===== config.mk =====
export PLATFORM = sky130hd
export DESIGN_NAME = priv_trap_check
export DESIGN_NICKNAME = d
export VERILOG_FILES = /design/src/rtl/ptrap_pkg.sv /design/src/rtl/ptrap_cbo.sv /design/src/rtl/ptrap_wait.sv /design/src/rtl/ptrap_fence.sv /design/src/rtl/ptrap_hlsv.sv /design/src/rtl/priv_trap_check.sv
export SDC_FILE = /design/constraint.sdc
export NUM_CORES = 1
export LEC_CHECK = 0
export ABC_CLOCK_PERIOD_IN_PS = 3160
export BUFFER_PORTS_ARGS = -buffer_cell sky130_fd_sc_hd__buf_2
export CORE_AREA = 2 2 39 41
export DETAILED_ROUTE_END_ITERATION = 7
export DIE_AREA = 0 0 41 43
export PLACE_DENSITY = 0.78
export SLEW_MARGIN = 20
export SYNTH_ARGS = -nofsm -noshare
export SYNTH_HDL_FRONTEND = slang
export SYNTH_SLANG_ARGS = --single-unit

===== constraint.sdc =====
create_clock -name vclk -period 3.16
set_input_delay 0.632 -clock vclk [all_inputs]
set_output_delay 0.632 -clock vclk [all_outputs]
set_load 0.02 [all_outputs]

===== src/rtl/ptrap_pkg.sv =====
package ptrap_pkg;
    localparam int PRIV_W  = 2;
    localparam int CLASS_W = 4;
    localparam int CAUSE_W = 5;
    localparam int CBO_OPS = 3;

    localparam logic [PRIV_W-1:0]  PRIV_U = 2'd0;
    localparam logic [PRIV_W-1:0]  PRIV_S = 2'd1;
    localparam logic [PRIV_W-1:0]  PRIV_M = 2'd3;

    localparam logic [CAUSE_W-1:0] CAUSE_ILLEGAL = 5'd2;
    localparam logic [CAUSE_W-1:0] CAUSE_VIRTUAL = 5'd22;

    typedef enum logic [CLASS_W-1:0] {
        CLS_CB_ZERO      = 4'd0,
        CLS_CB_CLEAN     = 4'd1,
        CLS_CB_INVAL     = 4'd2,
        CLS_WFI          = 4'd3,
        CLS_WRS_NTO      = 4'd4,
        CLS_SFENCE       = 4'd5,
        CLS_HFENCE_VM    = 4'd6,
        CLS_HFENCE_GUEST = 4'd7,
        CLS_HYP_LDST     = 4'd8
    } cls_e;

    typedef enum logic [1:0] {
        VERD_GO   = 2'd0,
        VERD_HALT = 2'd1,
        VERD_ILL  = 2'd2,
        VERD_VIRT = 2'd3
    } verdict_e;
endpackage


===== src/rtl/ptrap_cbo.sv =====
module ptrap_cbo
    import ptrap_pkg::*;
(
    input  logic [CBO_OPS-1:0] cb_hit,
    input  logic [PRIV_W-1:0]  cur_priv,
    input  logic               virt_on,
    input  logic [CBO_OPS-1:0] menv_cb,
    input  logic [CBO_OPS-1:0] henv_cb,
    input  logic [CBO_OPS-1:0] senv_cb,
    output verdict_e           verdict
);
    logic m_en, h_en, s_en;
    logic below_m, s_or_u, is_u;

    always_comb begin
        m_en    = |(menv_cb & cb_hit);
        h_en    = |(henv_cb & cb_hit);
        s_en    = |(senv_cb & cb_hit);
        below_m = (cur_priv != PRIV_M);
        is_u    = (cur_priv == PRIV_U);
        s_or_u  = (cur_priv == PRIV_U) || (cur_priv == PRIV_S);

        if (below_m && !m_en)
            verdict = VERD_ILL;
        else if (virt_on && ((s_or_u && !h_en) || (is_u && !s_en)))
            verdict = VERD_VIRT;
        else if (is_u && !s_en)
            verdict = VERD_ILL;
        else
            verdict = VERD_GO;
    end

    always_comb begin
        if ((|cb_hit) && cur_priv == PRIV_M)
            AST_CBO_MACHINE_FREE: assert (verdict == VERD_GO);
        if ((|cb_hit) && !virt_on)
            AST_CBO_PLAIN_NO_VIRT: assert (verdict != VERD_VIRT);
    end
endmodule


===== src/rtl/ptrap_wait.sv =====
module ptrap_wait
    import ptrap_pkg::*;
#(
    parameter bit HAS_SMODE = 1'b1
) (
    input  logic              is_wfi,
    input  logic [PRIV_W-1:0] cur_priv,
    input  logic              virt_on,
    input  logic              mst_tw,
    input  logic              hst_vtw,
    output verdict_e          verdict
);
    logic is_u, is_s, wfi_ill, wfi_virt, wrs_virt, wrs_ill;

    always_comb begin
        is_u     = (cur_priv == PRIV_U);
        is_s     = (cur_priv == PRIV_S);
        wfi_ill  = ((is_s || (!HAS_SMODE && is_u)) && mst_tw) ||
                   (HAS_SMODE && is_u && !virt_on);
        wfi_virt = virt_on && (is_u || (is_s && hst_vtw));
        wrs_virt = virt_on && (is_s || is_u) && hst_vtw && !mst_tw;
        wrs_ill  = (cur_priv != PRIV_M) && mst_tw;

        if (is_wfi)
            verdict = wfi_ill ? VERD_ILL : (wfi_virt ? VERD_VIRT : VERD_HALT);
        else
            verdict = wrs_virt ? VERD_VIRT : (wrs_ill ? VERD_ILL : VERD_GO);
    end

    always_comb begin
        if (is_wfi && cur_priv == PRIV_M)
            AST_WFI_MACHINE_HALTS: assert (verdict == VERD_HALT);
        if (!is_wfi)
            AST_WRS_NEVER_HALTS: assert (verdict != VERD_HALT);
    end
endmodule


===== src/rtl/ptrap_fence.sv =====
module ptrap_fence
    import ptrap_pkg::*;
(
    input  logic              is_hyp,
    input  logic              is_guest,
    input  logic [PRIV_W-1:0] cur_priv,
    input  logic              virt_on,
    input  logic              mst_tvm,
    input  logic              hst_vtvm,
    output verdict_e          verdict
);
    logic is_u, is_s, is_m;

    always_comb begin
        is_u = (cur_priv == PRIV_U);
        is_s = (cur_priv == PRIV_S);
        is_m = (cur_priv == PRIV_M);
        if (!is_hyp) begin
            if (!virt_on && (is_u || (is_s && mst_tvm)))
                verdict = VERD_ILL;
            else if (virt_on && (is_u || hst_vtvm))
                verdict = VERD_VIRT;
            else
                verdict = VERD_GO;
        end else begin
            if (is_guest && is_s && !virt_on && mst_tvm)
                verdict = VERD_ILL;
            else if (virt_on)
                verdict = VERD_VIRT;
            else if (is_m || is_s)
                verdict = VERD_GO;
            else
                verdict = VERD_ILL;
        end
    end

    always_comb begin
        if (is_hyp && virt_on)
            AST_HFENCE_GUEST_TRAPS: assert (verdict == VERD_VIRT);
        if (!is_hyp && virt_on && !is_u && !hst_vtvm)
            AST_SFENCE_TVM_IGNORED: assert (verdict == VERD_GO);
    end
endmodule


===== src/rtl/ptrap_hlsv.sv =====
module ptrap_hlsv
    import ptrap_pkg::*;
(
    input  logic [PRIV_W-1:0] cur_priv,
    input  logic              virt_on,
    input  logic              hst_hu,
    output verdict_e          verdict
);
    always_comb begin
        if (cur_priv == PRIV_M)
            verdict = VERD_GO;
        else if (virt_on)
            verdict = VERD_VIRT;
        else if (cur_priv == PRIV_U && !hst_hu)
            verdict = VERD_ILL;
        else
            verdict = VERD_GO;
    end

    always_comb begin
        if (cur_priv == PRIV_M)
            AST_HLSV_MACHINE_OK: assert (verdict == VERD_GO);
    end
endmodule


===== src/rtl/priv_trap_check.sv =====
module priv_trap_check
    import ptrap_pkg::*;
#(
    parameter bit HAS_SMODE = 1'b1
) (
    input  logic               inst_valid,
    input  logic [CLASS_W-1:0] inst_class,
    input  logic [PRIV_W-1:0]  cur_priv,
    input  logic               virt_on,
    input  logic               mst_tw,
    input  logic               mst_tvm,
    input  logic               hst_vtw,
    input  logic               hst_vtvm,
    input  logic               hst_hu,
    input  logic [CBO_OPS-1:0] menv_cb,
    input  logic [CBO_OPS-1:0] henv_cb,
    input  logic [CBO_OPS-1:0] senv_cb,
    output logic               exc_valid,
    output logic [CAUSE_W-1:0] exc_cause,
    output logic               proceed,
    output logic               halt
);
    logic [CBO_OPS-1:0] cb_hit;
    verdict_e v_cbo, v_wait, v_fence, v_hlsv, v_sel;

    for (genvar gi = 0; gi < CBO_OPS; gi++) begin : g_cb_hit
        assign cb_hit[gi] = (inst_class == CLASS_W'(gi));
    end

    ptrap_cbo u_cbo (
        .cb_hit   (cb_hit),
        .cur_priv (cur_priv),
        .virt_on  (virt_on),
        .menv_cb  (menv_cb),
        .henv_cb  (henv_cb),
        .senv_cb  (senv_cb),
        .verdict  (v_cbo)
    );

    ptrap_wait #(.HAS_SMODE(HAS_SMODE)) u_wait (
        .is_wfi   (inst_class == CLS_WFI),
        .cur_priv (cur_priv),
        .virt_on  (virt_on),
        .mst_tw   (mst_tw),
        .hst_vtw  (hst_vtw),
        .verdict  (v_wait)
    );

    ptrap_fence u_fence (
        .is_hyp   ((inst_class == CLS_HFENCE_VM) || (inst_class == CLS_HFENCE_GUEST)),
        .is_guest (inst_class == CLS_HFENCE_GUEST),
        .cur_priv (cur_priv),
        .virt_on  (virt_on),
        .mst_tvm  (mst_tvm),
        .hst_vtvm (hst_vtvm),
        .verdict  (v_fence)
    );

    ptrap_hlsv u_hlsv (
        .cur_priv (cur_priv),
        .virt_on  (virt_on),
        .hst_hu   (hst_hu),
        .verdict  (v_hlsv)
    );

    always_comb begin
        unique case (inst_class)
            CLS_CB_ZERO, CLS_CB_CLEAN, CLS_CB_INVAL:      v_sel = v_cbo;
            CLS_WFI, CLS_WRS_NTO:                         v_sel = v_wait;
            CLS_SFENCE, CLS_HFENCE_VM, CLS_HFENCE_GUEST:  v_sel = v_fence;
            CLS_HYP_LDST:                                 v_sel = v_hlsv;
            default:                                      v_sel = VERD_ILL;
        endcase
    end

    always_comb begin
        exc_valid = inst_valid && (v_sel == VERD_ILL || v_sel == VERD_VIRT);
        proceed   = inst_valid && (v_sel == VERD_GO);
        halt      = inst_valid && (v_sel == VERD_HALT);
        exc_cause = '0;
        if (inst_valid && v_sel == VERD_ILL)  exc_cause = CAUSE_ILLEGAL;
        if (inst_valid && v_sel == VERD_VIRT) exc_cause = CAUSE_VIRTUAL;
    end

    always_comb begin
        if (inst_valid)
            AST_ONE_OUTCOME: assert ($countones({exc_valid, proceed, halt}) == 1);
        else
            AST_IDLE_QUIET: assert (!exc_valid && !proceed && !halt && exc_cause == '0);
        if (exc_valid)
            AST_CAUSE_LEGAL: assert (exc_cause == CAUSE_ILLEGAL || exc_cause == CAUSE_VIRTUAL);
        if (inst_valid && inst_class > CLS_HYP_LDST)
            AST_UNDEF_ILLEGAL: assert (exc_cause == CAUSE_ILLEGAL);
    end
endmodule


==> Implementation_results.wiki <==
{| class="wikitable"
! Metric !! Value
|-
| Cell area after synthesis || 494 µm²
|-
| YS warnings || 0
|-
| Antenna Diode Count || 0
|-
| Storage element area || 0 µm²
|-
| Delay of the slowest cell on the worst path || 0.52 ns
|-
| DR pass1 iterations || 4
|-
| Worst VDD drop || 0.0361 mV
|-
| Vias || 707
|-
| Placed wire-length estimate after detailed placement || 1180 µm
|-
| Crit path cell chain || buf_6 > or4b_4 > or4_1 > nand4_1 > and4b_4 > a221oi_4 > buf_6
|-
| Worst setup SP type || primary input
|-
| Slowest stage cell on the critical path || sky130_fd_sc_hd__or4b_4
|-
| Vias in the first global route || 563
|-
| Biggest area contributors in the synthesized netlist || sky130_fd_sc_hd__a21oi_1, sky130_fd_sc_hd__nor2_1, sky130_fd_sc_hd__nand2_1, sky130_fd_sc_hd__nor3_1, sky130_fd_sc_hd__buf_4
|-
| RSZ-0062 raised after global routing || yes
|-
| Horizontal die dimension || 41 µm
|-
| Cell variety after synth || 40
|-
| DRC violations left || 0
|-
| Mean post-synth cell area || 6.26 µm²
|-
| Most numerous cell on the critical path || sky130_fd_sc_hd__buf_6
|-
| Nature of the critical path endpoint || output port
|-
| Post-CTS repair timing setup buffer count || 0
|-
| Area added between synthesis and finish || 43.3%
|-
| Critical path buffer and inverter count || 2
|-
| Pin count of the biggest net entering global routing || 17
|-
| Max Fanout on Critical Path || 3
|-
| PnR worst setup slack || 0.0624 ns
|-
| Hold violation count in the final report || 0
|-
| Initial antenna violation count || 0
|-
| Summed negative setup slack over all endpoints || 0 ns
|-
| Maximum clock frequency || 323 MHz
|-
| Fin crit share || 0.980
|-
| Clk_buf instances || 0
|-
| Fraction of final layout cells with drive strength greater than 1 || 0.368
|-
| Last weighted congestion value of the routability-driven placer || 0.853
|-
| Antenna-violating nets left || 0
|-
| CTS Hold Buffers Added || 0
|-
| Final routed wirelength across all metal layers || 1540 µm
|-
| Slew Limit Fails || 0
|-
| Avg WL per Cell || 12.6 µm
|-
| Number of nets at the end of the flow || 130
|-
| Starting density of the core || 0.357
|-
| Path category of the worst min-delay check || in -> out
|-
| Setup Slack @ Placement || 0.0278 ns
|-
| Crit path max-delay family || simple AND/OR/NAND/NOR gates
|-
| Number of gates resized after CTS || 0
|-
| Core region area || 1380 µm²
|-
| Height of the chip || 43 µm
|-
| Most area-hungry cell type in the Yosys netlist || sky130_fd_sc_hd__a21oi_1
|-
| Static leakage power || 0.322 nW
|-
| Count of max-cap constraint violations || 0
|-
| Post-synth top area share || 0.0709
|-
| Signal arrival time at the worst endpoint || 2.47 ns
|-
| Number of buffers inserted by port buffering || 28
|-
| Worst path required time || 2.53 ns
|-
| Post-synthesis instance total || 79
|-
| Global-route wire length before repair || 2280 µm
|-
| Final core area utilization || 0.512
|-
| Share of the yosys chip area belonging to registers || 0
|-
| Remaining global-route overflow || 0
|-
| Classification of the worst setup path || in -> out
|-
| Total global-route track usage || 0.171
|-
| Via/cell ratio || 5.80
|-
| Final setup vio count || 0
|-
| Flip-flop and latch count || 0
|-
| First-iteration detailed-routing DRC count || 21
|-
| PwrDens || 129 nW/µm²
|-
| Rows || 14
|-
| Die Area || 1760 µm²
|-
| I/O pin count || 30
|-
| Status || finished, final reports clean
|-
| Period minus WS final || 3.10 ns
|}
==> area by class of cell <==
| class | count | area, µm² |
|---|---|---|
| Tap cell | 16 | 20.0 |
| Timing Repair Buffer | 33 | 205 |
| Multi-Input combinational cell | 69 | 468 |
| Inverter | 4 | 15.0 |
| Fill cell | 137 | 676 |
==> per-stage QoR <==
stage	std cells	cell area [µm²]	total power [W]	hold WS, ns
CTS	122	668	0.0000852	1.65
global route	122	708	0.0000994	1.67
finish	122	708	0.0000910	1.65
floorplan	80	510	0.0000542	1.43
global placement	122	668	0.0000823	1.65
detailed placement	122	668	0.0000848	1.65
==> cells by family after synthesis <==
group / count (synthesis) / synth area share
AND/OR/NAND/NOR: 37 / 0.430
AO/OA/AOI/OAI: 27 / 0.387
buffers and inverters: 11 / 0.111
multiplexers: 3 / 0.0633
other: 1 / 0.00759
==> report_power, final <==
group          total [W]  switching [W]  internal (W)  leakage (nW)
Sequential             0              0             0             0
Combinational  0.0000910      0.0000505     0.0000405         0.322
Clock                  0              0             0             0
==> path summary, 6_finish.rpt <==
path                            to  cells after the start          start  slack, ns
worst min-delay path       proceed                      4     inst_valid       1.65
worst max-delay path  exc_cause[2]                      7  inst_class[0]       0.06
==> synth_stat cells (2+ instances only) <==
library cell and count:
sky130_fd_sc_hd__nor2_1 8, sky130_fd_sc_hd__a21oi_1 7, sky130_fd_sc_hd__nand2_1 7, sky130_fd_sc_hd__nor3_1 5
sky130_fd_sc_hd__inv_1 4, sky130_fd_sc_hd__o21ai_0 4, sky130_fd_sc_hd__buf_4 3, sky130_fd_sc_hd__nor2b_1 3
sky130_fd_sc_hd__a31oi_1 2, sky130_fd_sc_hd__buf_2 2, sky130_fd_sc_hd__clkbuf_1 2, sky130_fd_sc_hd__mux2i_1 2
sky130_fd_sc_hd__nand2b_1 2, sky130_fd_sc_hd__o2111ai_1 2
==> layer usage <==
layer / up-vias / track usage / part of all wire
met5: - / 0 / 0
met4: 0 / 0.0267 / 0
met2: 28 / 0.281 / 0.49
met3: 0 / 0 / 0.057
li1: 353 / - / -
met1: 326 / 0.244 / 0.45
==> placed cells by master (no fill, tap or decap), types with 3 or more instances in the layout <==
cell	count
sky130_fd_sc_hd__inv_1	4
sky130_fd_sc_hd__nor2b_1	3
sky130_fd_sc_hd__o21ai_0	4
sky130_fd_sc_hd__buf_6	4
sky130_fd_sc_hd__a21oi_1	7
sky130_fd_sc_hd__nand2_1	7
sky130_fd_sc_hd__buf_2	23
sky130_fd_sc_hd__nor3_1	5
sky130_fd_sc_hd__nor2_1	8
sky130_fd_sc_hd__buf_4	6
Power figures use the tool's default switching activity.
